`src/rtl/sigacc_pkg.sv`:
```
package sigacc_pkg;
  typedef struct packed {
    logic clrAll;   // zero sum, carry and verdict
    logic accEn;    // add product this cycle
    logic carryEn;  // rotate carry (self-test mode)
    logic judge;    // compare and latch verdict
  } sigStrobes_t;
endpackage

```
`src/rtl/sigacc_adder.sv`:
```
module sigacc_adder #(
  parameter int W = 16
) (
  input  logic [W-1:0] opA,
  input  logic [W-1:0] opB,
  input  logic         cin,
  output logic [W-1:0] sum,
  output logic         cout
);
  logic [W:0] chain;
  assign chain[0] = cin;

  for (genvar gi = 0; gi < W; gi++) begin : gBit
    assign sum[gi]       = opA[gi] ^ opB[gi] ^ chain[gi];
    assign chain[gi + 1] = (opA[gi] & opB[gi]) | (chain[gi] & (opA[gi] ^ opB[gi]));
  end

  assign cout = chain[W];
endmodule

```
`src/rtl/sigacc_ctrl.sv`:
```
module sigacc_ctrl
  import sigacc_pkg::*;
(
  input  logic        clk,
  input  logic        rstN,
  input  logic        clear,
  input  logic        productValid,
  input  logic        bistMode,
  input  logic        endTest,
  output sigStrobes_t stb,
  output logic        verdictHeld
);
  logic doneQ;

  always_comb begin
    stb.clrAll  = clear;
    stb.judge   = endTest & ~clear & ~doneQ;
    stb.accEn   = productValid & ~clear & ~doneQ & ~endTest;
    stb.carryEn = bistMode;
  end

  always_ff @(posedge clk or negedge rstN) begin
    if (!rstN)          doneQ <= 1'b0;
    else if (clear)     doneQ <= 1'b0;
    else if (stb.judge) doneQ <= 1'b1;
  end

  assign verdictHeld = doneQ;

  // once a verdict has been taken, only a clear releases it
  a_r7_done_sticky: assert property (@(posedge clk) disable iff (!rstN)
    (doneQ && !clear) |=> doneQ);

  // clear always releases the held verdict
  a_r5_clear_release: assert property (@(posedge clk) disable iff (!rstN)
    clear |=> !doneQ);
endmodule

```
`src/rtl/sigacc_dp.sv`:
```
module sigacc_dp
  import sigacc_pkg::*;
#(
  parameter int W = 16
) (
  input  logic         clk,
  input  logic         rstN,
  input  sigStrobes_t  stb,
  input  logic [W-1:0] product,
  input  logic [W:0]   expectSig,
  output logic [W-1:0] accQ,
  output logic         carryQ,
  output logic         passQ,
  output logic         failQ
);
  localparam int WIDE = W + 1;

  logic [W-1:0] sumNext;
  logic         coutNext;
  logic         cinEff;
  logic         match;

  assign cinEff = stb.carryEn & carryQ;

  sigacc_adder #(.W(W)) uAdder (
    .opA (accQ),
    .opB (product),
    .cin (cinEff),
    .sum (sumNext),
    .cout(coutNext)
  );

  assign match = ({carryQ, accQ} == expectSig);

  always_ff @(posedge clk or negedge rstN) begin
    if (!rstN) begin
      accQ   <= '0;
      carryQ <= 1'b0;
      passQ  <= 1'b0;
      failQ  <= 1'b0;
    end else if (stb.clrAll) begin
      accQ   <= '0;
      carryQ <= 1'b0;
      passQ  <= 1'b0;
      failQ  <= 1'b0;
    end else begin
      if (stb.accEn) begin
        accQ   <= sumNext;
        carryQ <= stb.carryEn ? coutNext : 1'b0;
      end
      if (stb.judge) begin
        passQ <= match;
        failQ <= ~match;
      end
    end
  end

  // in self-test mode {carry,sum} equals old sum + product + old carry
  a_r2_carry_rotate: assert property (@(posedge clk) disable iff (!rstN)
    (stb.accEn && stb.carryEn) |=>
      ({carryQ, accQ} == ({1'b0, $past(accQ)} + {1'b0, $past(product)} + WIDE'($past(carryQ)))));

  // in normal mode carry-in is zero and the carry bit is left at zero
  a_r3_carry_zero: assert property (@(posedge clk) disable iff (!rstN)
    (stb.accEn && !stb.carryEn) |=>
      (!carryQ && (accQ == W'($past(accQ) + $past(product)))));

  // verdict outputs are mutually exclusive
  a_r9_verdict_exclusive: assert property (@(posedge clk) disable iff (!rstN)
    !(passQ && failQ));
endmodule

```
`src/rtl/sigacc_top.sv`:
```
module sigacc_top
  import sigacc_pkg::*;
#(
  parameter int NX = 8,
  parameter int NY = 8
) (
  input  logic             clk,
  input  logic             rstN,
  input  logic [NX+NY-1:0] product,
  input  logic             productValid,
  input  logic             bistMode,
  input  logic             clear,
  input  logic             endTest,
  input  logic [NX+NY:0]   expectSig,
  output logic [NX+NY:0]   accumOut,
  output logic             testPass,
  output logic             testFail
);
  localparam int W = NX + NY;

  sigStrobes_t  stb;
  logic         verdictHeld;
  logic [W-1:0] accQ;
  logic         carryQ;

  sigacc_ctrl uCtrl (
    .clk         (clk),
    .rstN        (rstN),
    .clear       (clear),
    .productValid(productValid),
    .bistMode    (bistMode),
    .endTest     (endTest),
    .stb         (stb),
    .verdictHeld (verdictHeld)
  );

  sigacc_dp #(.W(W)) uDp (
    .clk      (clk),
    .rstN     (rstN),
    .stb      (stb),
    .product  (product),
    .expectSig(expectSig),
    .accQ     (accQ),
    .carryQ   (carryQ),
    .passQ    (testPass),
    .failQ    (testFail)
  );

  assign accumOut = {carryQ, accQ};

  // clear zeroes state and verdict
  a_r5_clear_zeroes: assert property (@(posedge clk) disable iff (!rstN)
    clear |=> (accumOut == '0 && !testPass && !testFail));

  // no valid product, no clear -> accumulator holds
  a_r4_idle_hold: assert property (@(posedge clk) disable iff (!rstN)
    (!productValid && !clear) |=> $stable(accumOut));

  // held verdict freezes signature and outcome
  a_r7_freeze: assert property (@(posedge clk) disable iff (!rstN)
    (verdictHeld && !clear) |=> ($stable(accumOut) && $stable(testPass) && $stable(testFail)));

  // end-of-test with nothing held yields exactly one verdict
  a_r6_verdict_given: assert property (@(posedge clk) disable iff (!rstN)
    (endTest && !clear && !verdictHeld) |=> (testPass != testFail));
endmodule

```
`config.mk`:
```
export PLATFORM = sky130hd
export DESIGN_NAME = sigacc_top
export DESIGN_NICKNAME = d
export VERILOG_FILES = /design/src/rtl/sigacc_pkg.sv /design/src/rtl/sigacc_adder.sv /design/src/rtl/sigacc_ctrl.sv /design/src/rtl/sigacc_dp.sv /design/src/rtl/sigacc_top.sv
export SDC_FILE = /design/constraint.sdc
export NUM_CORES = 1
export LEC_CHECK = 0
export BUFFER_PORTS_ARGS = -buffer_cell sky130_fd_sc_hd__buf_2
export CORE_MARGIN = 5
export CORE_UTILIZATION = 47
export CTS_BUF_LIST = sky130_fd_sc_hd__clkbuf_4 sky130_fd_sc_hd__clkbuf_8 sky130_fd_sc_hd__clkbuf_16
export CTS_CLUSTER_DIAMETER = 80
export DETAILED_ROUTE_END_ITERATION = 10
export PLACE_DENSITY = 0.89
export SLEW_MARGIN = 20
export SYNTH_ARGS = -nofsm -noshare
export SYNTH_HDL_FRONTEND = slang
export SYNTH_SLANG_ARGS = --single-unit
export TNS_END_PERCENT = 5
```
`constraint.sdc`:
```
create_clock -name clk -period 9.15 [get_ports clk]
set_clock_uncertainty 0.2 [all_clocks]
set_input_delay 0.4575 -clock clk [delete_from_list [all_inputs] [get_ports clk]]
set_output_delay 0.4575 -clock clk [all_outputs]
set_load 0.005 [all_outputs]
```
==> results of run 1 <==
[flip-flops by register name, indices dropped and copies added, names as in the netlist]
register	count
uDp.carryQ	1
uDp.failQ	1
uCtrl.verdictHeld	1
uDp.passQ	1
uDp.accQ	16
[cells in the final DEF (no fill, tap or decap)]
| master | n |
|---|---|
| xnor2_1 | 4 |
| a32o_1 | 1 |
| nor2_1 | 3 |
| dlygate4sd3_1 | 1 |
| dfrtp_1 | 20 |
| a22o_1 | 2 |
| nand2b_1 | 1 |
| nor4_1 | 3 |
| o21ai_0 | 15 |
| clkbuf_8 | 1 |
| o41a_1 | 1 |
| or4_1 | 1 |
| fa_1 | 16 |
| a21oi_1 | 1 |
| nand3_1 | 1 |
| xor2_1 | 13 |
| buf_2 | 57 |
| nand3b_1 | 1 |
| nand2_1 | 16 |
| clkbuf_4 | 3 |
| nand4_1 | 1 |
| or2_1 | 1 |
| inv_1 | 32 |
| a21oi_2 | 1 |
[final cells by class]
class                           count  area, um2  area share (%)
Multi-Input combinational cell     82        726            42.3
Sequential cell                    20        500            29.2
Tap cell                           31       38.8            2.26
Clock buffer                        4       36.3            2.11
Inverter                           32        120            7.00
Timing Repair Buffer               58        295            17.2
[worst paths after layout]
path	end	from
worst max-delay path	uDp.accQ[15]	uDp.accQ[0]
min in group asynchronous	uDp.accQ[12]	rstN
max in group asynchronous	uDp.accQ[0]	rstN
worst min register to register	uDp.passQ	uDp.passQ
worst max register to register	uDp.accQ[15]	uDp.accQ[0]
worst min-delay path	uCtrl.verdictHeld	clear
[worst register-to-register path: cells and delay by family, from the launching register on]
family | cells | cell delay [ps]
compound gates | 1 | 80
buf+inv | 3 | 220
fa+ha+maj | 16 | 6000
flops | 1 | 420
[what timing repair did]
item | 4_1_cts | 5_1_grt
endpoints found under the hold margin | 20 | 0
buffers inserted | 0 | 0
hold buffers | 1 | 0
[metrics by stage]
stage                     power, mW  instances
after floorplan               0.124        137
after global placement        0.145        222
after detailed placement      0.147        222
after CTS                     0.197        227
after global routing          0.210        227
final                         0.197        227
[metal layers]
metal | global-route usage (%) | vias up
li1 | - | 537
met1 | 22.3 | 533
met2 | 26.5 | 47
met3 | 4.55 | 8
met4 | 5.45 | 0
met5 | 0 | -
[power by group]
group | internal [mW] | leakage [nW] | switching, mW | total, mW
registers | 0.0931 | 0.272 | 0.00588 | 0.0990
logic | 0.0218 | 0.599 | 0.0243 | 0.0460
clock network | 0.0243 | 0.0210 | 0.0275 | 0.0518
[cell families (layout without fill, tap and decap cells)]
logic type	count (synthesis)	in the layout	synth area share, %
compound gates	21	21	9.37
xor+xnor	17	17	10.9
fa+ha+maj	16	16	23.5
buf+inv	35	94	9.93
flops	20	20	36.8
simple gates	28	28	9.47
==> flow_metrics.py, run 1 <==
metrics = {
    "detailed_routing": {
        "wl_met2_mm": 1.53,
        "vias": 1125,
        "remaining_drc_errors": 0,
        "routedWlPerCell_um": 13.9,
        "top_layer": "met4",
        "wl_met1_mm": 1.30,
        "dr.first_iter.drc_count": 30,
        "wirelength_mm": 3.16,
        "postRouteAntennaNets": 0,
        "drt-pass1-iter-count": 4,
        "dr_wl_met3_um": 271,
        "avgViaCountPerCell": 4.96,
    },
    "critical_path": {
        "reg2reg_slack_ps": 2120,
        "required_ps": 9130,
        "critical_path.max_stage_delay_ps": 460,
        "crit_top_cell": "fa_1",
        "critPathKind": "flip-flop to flip-flop",
        "crit_fanout": 4,
        "crit_arrival_ps": 7010,
        "cp_num_cells": 20,
        "crit_path_start_kind": "flip-flop",
        "cpLargestDelayFamily": "adder cells",
        "worst_r2r_path_depth": 20,
        "endpoint_kind": "flip-flop",
        "crit_path_cell_trace": "inv_1 -> fa_1 -> fa_1 -> fa_1 -> fa_1 -> fa_1 -> fa_1 -> fa_1 -> fa_1 -> fa_1 -> fa_1 -> fa_1 -> fa_1 -> fa_1 -> inv_1 -> fa_1 -> fa_1 -> inv_1 -> fa_1 -> o21ai_0",
        "crit_buf_inv": 3,
        "cp_slowest_cell": "fa_1",
    },
    "yosys": {
        "synth_area_leaders": "dfrtp_1 37%, fa_1 24%, inv_1 8.8%",
        "synth.distinct_cells": 22,
        "syn_area_per_cell_um2": 9.94,
        "synth.most_common_cell": "inv_1",
        "synthCells": 137,
        "synth_area_um2": 1360,
        "synth_top_area_share_pct": 36.8,
        "seq_area_frac_synth_pct": 36.8,
        "ys.flop_type": "dfrtp_1",
        "synth_area_leader_cell": "dfrtp_1",
        "syn_nets": 192,
        "yosysWarnings": 0,
        "synth-seq-cells": 20,
        "synth_edf_count": 0,
        "synth_commonest_cells": "32 x inv_1, 20 x dfrtp_1, 16 x fa_1, 16 x nand2_1, 15 x o21ai_0",
        "async_flop_share_pct": 100,
    },
    "cts": {
        "clock-sinks": 20,
        "cts_made_buffers": 3,
        "ctsResizeCount": 0,
        "htreeDepth": 1,
        "clk_pin_slew_ps": 110,
        "clk-insertion-delay-late_ps": 300,
        "clockRootBuffer": "clkbuf_4",
        "cts.path.max_buffers": 2,
        "cts_tree": "built",
    },
    "place": {
        "port_buffers": 57,
        "post_dp_cell_area_um2": 1670,
        "dp_slack_ps": 2010,
        "place.gp.congestion": 0.861,
        "dp_hpwl_mm": 2.63,
    },
    "timing": {
        "fin_crit_ps": 7030,
        "fin_crit_sh_pct": 76.9,
        "max_freq_ghz": 0.142,
        "drv_slew": 0,
        "slew_headroom_pct": 49.2,
        "rsz0062_at_grt": "false",
        "fin_ws_ps": 2120,
        "hold_viol": 0,
        "finalSetupTns_ps": 0,
        "setup_viol": 0,
        "whs_ps": 191,
        "worst_slew_pin_slew_ps": 763,
    },
    "global_route": {
        "grt-ovfl-total": 0,
        "grt_max_degree": 21,
        "grt_pass1_wl_mm": 5.46,
        "first_global_vias": 1235,
        "antenna_found_initial": 0,
        "grt_util_all_layers_pct": 16.8,
    },
    "status": {
        "status": "finished, final reports clean",
    },
    "floorplan": {
        "start_util_pct": 49.4,
        "chipHeight_um": 63.8,
        "core_um2": 2760,
        "dieArea_um2": 4070,
        "io_pins": 58,
        "rows": 19,
        "dieWidth_um": 63.8,
    },
    "cells_and_area": {
        "drive_gt1_share_pct": 31.6,
        "nNetsFinal": 252,
        "antenna_cells": 0,
        "area_growth_pct": 26.1,
        "utilization_pct": 62.3,
        "stdcell_area_um2": 1720,
        "fillCellCount": 236,
    },
    "power": {
        "power_density_nw_per_um2": 115,
        "leakage_nw": 0.893,
        "irDropWorstVdd_mv": 0.0665,
    },
    "hold_path": {
        "hp-class": "input pin to flip-flop",
        "hold_depth": 2,
    },
    "flow_run": {
        "drv_cap": 0,
    },
}
Note: power is estimated with default switching activity, not from simulation.
==> run 2: changes to the inputs <==
==> constraint.sdc (replaced) <==
create_clock -name clk -period 6.5 [get_ports clk]
set_clock_uncertainty 0.2 [all_clocks]
set_input_delay 0.325 -clock clk [delete_from_list [all_inputs] [get_ports clk]]
set_output_delay 0.325 -clock clk [all_outputs]
set_load 0.005 [all_outputs]
==> flow_metrics.py, run 2 (synthesis gave the netlist of run 1 again) <==
metrics = {
    "status": {
        "status": "finished, final reports clean",
    },
    "hold_path": {
        "min-delay-start": "clear",
        "hold_depth": 2,
        "hp-class": "input pin to flip-flop",
        "hold_end": "uCtrl.verdictHeld",
    },
    "global_route": {
        "grt_max_degree": 21,
        "antenna_found_initial": 0,
        "grt-ovfl-total": 0,
        "first_global_vias": 1199,
        "grt_pass1_wl_mm": 5.47,
        "grt_util_all_layers_pct": 17.0,
    },
    "floorplan": {
        "io_pins": 58,
        "chipHeight_um": 63.8,
        "start_util_pct": 49.4,
        "dieArea_um2": 4070,
        "core_um2": 2760,
        "dieWidth_um": 63.8,
        "rows": 19,
    },
    "cts": {
        "clk-insertion-delay-late_ps": 300,
        "cts_made_buffers": 3,
        "cts.path.max_buffers": 2,
        "clock-sinks": 20,
        "cts_tree": "built",
        "clockRootBuffer": "clkbuf_4",
        "htreeDepth": 1,
        "clk_pin_slew_ps": 120,
    },
    "timing": {
        "worst_slew_pin_slew_ps": 765,
        "hold_viol": 0,
        "fin_ws_ps": 217,
        "fin_crit_sh_pct": 96.7,
        "setup_viol": 0,
        "fin_crit_ps": 6280,
        "drv_slew": 0,
        "finalSetupTns_ps": 0,
        "max_freq_ghz": 0.159,
        "slew_headroom_pct": 49.0,
        "rsz0062_at_grt": "false",
    },
    "critical_path": {
        "crit_path_start_kind": "flip-flop",
        "cp_slowest_cell": "fa_1",
        "required_ps": 6490,
        "crit_path_cell_trace": "inv_1 -> fa_2 -> fa_2 -> fa_2 -> fa_2 -> fa_2 -> fa_2 -> fa_2 -> fa_2 -> fa_2 -> fa_2 -> fa_2 -> fa_2 -> fa_2 -> inv_2 -> fa_2 -> fa_1 -> inv_1 -> fa_1 -> o21ai_1",
        "endpoint_kind": "flip-flop",
        "critPathKind": "flip-flop to flip-flop",
        "critical_path.max_stage_delay_ps": 470,
        "cpLargestDelayFamily": "adder cells",
        "startpoint": "uDp.accQ[0]",
        "r2r_start": "uDp.accQ[0]",
        "reg2reg_slack_ps": 220,
        "crit_top_cell": "fa_2",
        "crit_fanout": 2,
        "crit_buf_inv": 3,
        "worst_r2r_path_depth": 20,
        "reg2reg_to": "uDp.accQ[15]",
        "crit_arrival_ps": 6270,
    },
    "detailed_routing": {
        "drt-pass1-iter-count": 4,
        "vias": 1166,
        "dr.first_iter.drc_count": 31,
        "routedWlPerCell_um": 13.8,
        "postRouteAntennaNets": 0,
        "avgViaCountPerCell": 5.05,
        "wirelength_mm": 3.19,
        "remaining_drc_errors": 0,
    },
    "cells_and_area": {
        "largest_register_ffs": 16,
        "drive_gt1_share_pct": 40.5,
        "layout_commonest_cell": "buf_2",
        "antenna_cells": 0,
        "fillCellCount": 225,
        "stdcell_area_um2": 1780,
        "regMostFlops": "uDp.accQ",
        "nNetsFinal": 256,
        "area_growth_pct": 30.9,
        "instances_no_fill": 231,
        "mostFrequentLayoutCells": "57 x buf_2, 31 x inv_1, 20 x dfrtp_1, 16 x nand2_1",
    },
    "place": {
        "dp_slack_ps": -243,
        "port_buffers": 57,
        "place.gp.congestion": 0.782,
        "post_dp_cell_area_um2": 1710,
        "dp_hpwl_mm": 2.57,
        "placedCellCount": 225,
    },
    "power": {
        "power_density_nw_per_um2": 158,
        "leakage_nw": 0.910,
        "irDropWorstVdd_mv": 0.0977,
    },
    "flow_run": {
        "drv_cap": 0,
    },
}
## run 2: changes by cell type in the layout (fill, tap and decap cells not counted)
cell / delta
inv_2: +1
fa_2: +14
fa_1: -14
inv_1: -1
buf_4: +4
o21ai_1: +1
o21ai_0: -1
## run 2: repair_timing
| action | CTS | global route |
|---|---|---|
| hold buffers | 1 | 0 |
| resized for setup | 4 | 7 |
| endpoints found under the hold margin | 20 | 0 |
| setup buffers | 0 | 1 |
| pin swaps | 0 | 0 |
| endpoints found under the setup margin | 3 | 2 |
## run 2: layout make-up
class	count	area (um2)	area share [%]
multi-input cells	82	761	42.7
flip-flops and latches	20	500	28.1
repair buffers	62	325	18.3
inverters	32	120	6.74
well taps	31	38.8	2.18
clock buffers	4	36.3	2.04
## run 2: worst max-delay path by stage
| stage | to | cells after the start |
|---|---|---|
| finish | uDp.accQ[15] | 20 |
| global route | uDp.accQ[15] | 20 |
| CTS | uDp.accQ[15] | 20 |
| detailed placement | uDp.accQ[15] | 21 |
| global placement | uDp.accQ[15] | 21 |
| floorplan | uDp.accQ[15] | 20 |
## run 2: report_power, final
part           leakage (nW)  switching, mW  internal [mW]
Clock                0.0210         0.0395         0.0342
Combinational         0.617         0.0358         0.0331
Sequential            0.272        0.00791          0.131
Total                 0.910         0.0833          0.198
## run 2: routing by layer
metal | global-route usage [%] | vias up | share of wire (%)
li1 | - | 540 | -
met3 | 3.50 | 4 | 9.5
met5 | 0 | - | 0
met1 | 23.2 | 563 | 40
met4 | 5.45 | 0 | 1.3
met2 | 27.0 | 59 | 49
## run 2: through the flow
stage          hold WS, ps  utilization (%)  power (mW)
2_1_floorplan         -171                -       0.175
3_3_place_gp          92.5             61.8       0.205
3_5_place_dp           102             61.8       0.208
4_1_cts               47.1             63.9       0.283
5_1_grt               51.3             64.6       0.302
6_report              56.5             64.6       0.282
==> run 3: changes to the inputs <==
--- a/config.mk
+++ b/config.mk
@@ -5,7 +5,7 @@
 export SDC_FILE = /design/constraint.sdc
 export NUM_CORES = 1
 export LEC_CHECK = 0
-export BUFFER_PORTS_ARGS = -buffer_cell sky130_fd_sc_hd__buf_2
+export BUFFER_PORTS_ARGS = -buffer_cell sky130_fd_sc_hd__clkbuf_2
 export CORE_MARGIN = 5
 export CORE_UTILIZATION = 47
 export CTS_BUF_LIST = sky130_fd_sc_hd__clkbuf_4 sky130_fd_sc_hd__clkbuf_8 sky130_fd_sc_hd__clkbuf_16
@@ -16,4 +16,4 @@
 export SYNTH_ARGS = -nofsm -noshare
 export SYNTH_HDL_FRONTEND = slang
 export SYNTH_SLANG_ARGS = --single-unit
-export TNS_END_PERCENT = 5
+export TNS_END_PERCENT = 20
==> flow_metrics.py, run 3 (synthesis gave the netlist of run 1 again) <==
metrics = {
    "status": {
        "status": "finished, final reports clean",
    },
    "cells_and_area": {
        "regMostFlops": "uDp.accQ",
        "area_growth_pct": 32.3,
        "layout_commonest_cell": "clkbuf_2",
        "largest_register_ffs": 16,
        "mostFrequentLayoutCells": "57 x clkbuf_2, 31 x inv_1, 20 x dfrtp_1, 15 x nand2_1",
        "antenna_cells": 0,
        "stdcell_area_um2": 1800,
        "nNetsFinal": 256,
        "drive_gt1_share_pct": 41.0,
    },
    "critical_path": {
        "endpoint_kind": "flip-flop",
        "crit_arrival_ps": 6300,
        "crit_buf_inv": 3,
        "cp_slowest_cell": "fa_1",
        "crit_path_start_kind": "flip-flop",
        "crit_path_cell_trace": "inv_1 -> fa_2 -> fa_2 -> fa_2 -> fa_2 -> fa_2 -> fa_2 -> fa_2 -> fa_2 -> fa_2 -> fa_2 -> fa_2 -> fa_2 -> fa_2 -> inv_2 -> fa_2 -> fa_1 -> inv_1 -> fa_1 -> o21ai_1",
        "required_ps": 6490,
        "crit_fanout": 2,
        "crit_top_cell": "fa_2",
        "cpLargestDelayFamily": "adder cells",
        "critPathKind": "flip-flop to flip-flop",
        "reg2reg_slack_ps": 180,
        "critical_path.max_stage_delay_ps": 480,
    },
    "power": {
        "leakage_nw": 0.911,
        "power_density_nw_per_um2": 174,
        "p_total_mw": 0.314,
        "irDropWorstVdd_mv": 0.108,
    },
    "timing": {
        "fin_crit_ps": 6320,
        "slew_headroom_pct": 48.3,
        "rsz0062_at_grt": "true",
        "worst_slew_pin_slew_ps": 776,
        "setup_viol": 0,
        "fin_crit_sh_pct": 97.2,
        "max_freq_ghz": 0.158,
        "drv_slew": 0,
        "fin_ws_ps": 185,
        "hold_viol": 0,
    },
    "cts": {
        "htreeDepth": 1,
        "clock-sinks": 20,
        "cts_tree": "built",
        "clk-insertion-delay-late_ps": 310,
        "clk_pin_slew_ps": 130,
        "cts.path.max_buffers": 2,
        "cts_made_buffers": 3,
        "clockRootBuffer": "clkbuf_4",
    },
    "floorplan": {
        "dieWidth_um": 63.8,
        "start_util_pct": 49.4,
        "dieArea_um2": 4070,
        "rows": 19,
        "core_um2": 2760,
        "chipHeight_um": 63.8,
        "io_pins": 58,
    },
    "global_route": {
        "gr-usage-met2_pct": 27.1,
        "use_met3_pct": 4.73,
        "gr-max-usage-layer": "met2",
        "first_global_vias": 1251,
        "grt_pass1_wl_mm": 5.60,
        "grt_use_met1_pct": 23.0,
        "grt_util_all_layers_pct": 17.0,
        "antenna_found_initial": 0,
        "grt_max_degree": 21,
        "grt-ovfl-total": 0,
    },
    "detailed_routing": {
        "avgViaCountPerCell": 4.99,
        "routedWlPerCell_um": 14.1,
        "wirelength_mm": 3.25,
        "dr.first_iter.drc_count": 31,
        "drt-pass1-iter-count": 4,
        "remaining_drc_errors": 0,
        "postRouteAntennaNets": 0,
        "vias": 1152,
    },
    "place": {
        "place.gp.congestion": 0.778,
        "dp_slack_ps": -268,
        "port_buffers": 57,
        "post_dp_cell_area_um2": 1710,
        "dp_hpwl_mm": 2.59,
    },
    "flow_run": {
        "drv_cap": 0,
    },
    "hold_path": {
        "hp-class": "input pin to flip-flop",
    },
}
run 3: changes by cell type in the layout (fill, tap and decap cells not counted):
cell / before / now
clkbuf_8: 1 / 0
nand2_1: 16 / 15
bufinv_16: 0 / 1
buf_2: 57 / 0
clkbuf_2: 0 / 57
nand2_2: 0 / 1
run 3: area by class of cell:
cell class | count | area, um2
Clock buffer | 3 | 22.5
Clock inverter | 1 | 30.0
Fill cell | 231 | 957
Inverter | 32 | 120
Multi-Input combinational cell | 82 | 763
Sequential cell | 20 | 500
Tap cell | 31 | 38.8
Timing Repair Buffer | 62 | 325
run 3: timing repair:
action                                 CTS  global route
setup buffers                            0             1
setup endpoints to repair                3             2
hold buffers                             1             0
gates resized for setup                  5             7
endpoints found under the hold margin   20             0
pin swaps                                0             1
run 3: path summary, 6_finish.rpt:
path	startpoint	end	depth (start not counted)
min in group asynchronous	rstN	uDp.accQ[9]	2
max	uDp.accQ[0]	uDp.accQ[15]	20
max in group asynchronous	rstN	uDp.accQ[1]	2
min reg2reg	uCtrl.verdictHeld	uCtrl.verdictHeld	2
min	clear	uCtrl.verdictHeld	2
max reg2reg	uDp.accQ[0]	uDp.accQ[15]	20
run 3: per-layer routing:
| layer | vias up | wire (um) | share of wire, % |
|---|---|---|---|
| li1 | 541 | - | - |
| met1 | 557 | 1360 | 42 |
| met2 | 50 | 1600 | 49 |
| met3 | 4 | 247 | 7.6 |
| met4 | 0 | 40 | 1.2 |
| met5 | - | 0 | 0 |
run 3: through the flow:
stage | hold slack [ps] | setup TNS [ps] | utilization, % | std cells
finish | 51.2 | 0 | 65.3 | 231
CTS | 56.5 | 0 | 64.6 | 230
global placement | 109 | -247 | 61.8 | 225
global route | 45.1 | -25.8 | 65.3 | 231
floorplan | -171 | 0 | - | 137
detailed placement | 113 | -568 | 61.8 | 225
run 3: power by group:
| part | switching [mW] | internal, mW |
|---|---|---|
| Clock | 0.0423 | 0.0623 |
| Combinational | 0.0364 | 0.0336 |
| Sequential | 0.00830 | 0.131 |
| Total | 0.0869 | 0.227 |
run 3: worst register-to-register path, delay by kind of cell (launching register included):
family	cells	cell delay, ps
fa+ha+maj	16	5360
flops	1	370
buf+inv	3	180
compound gates	1	70
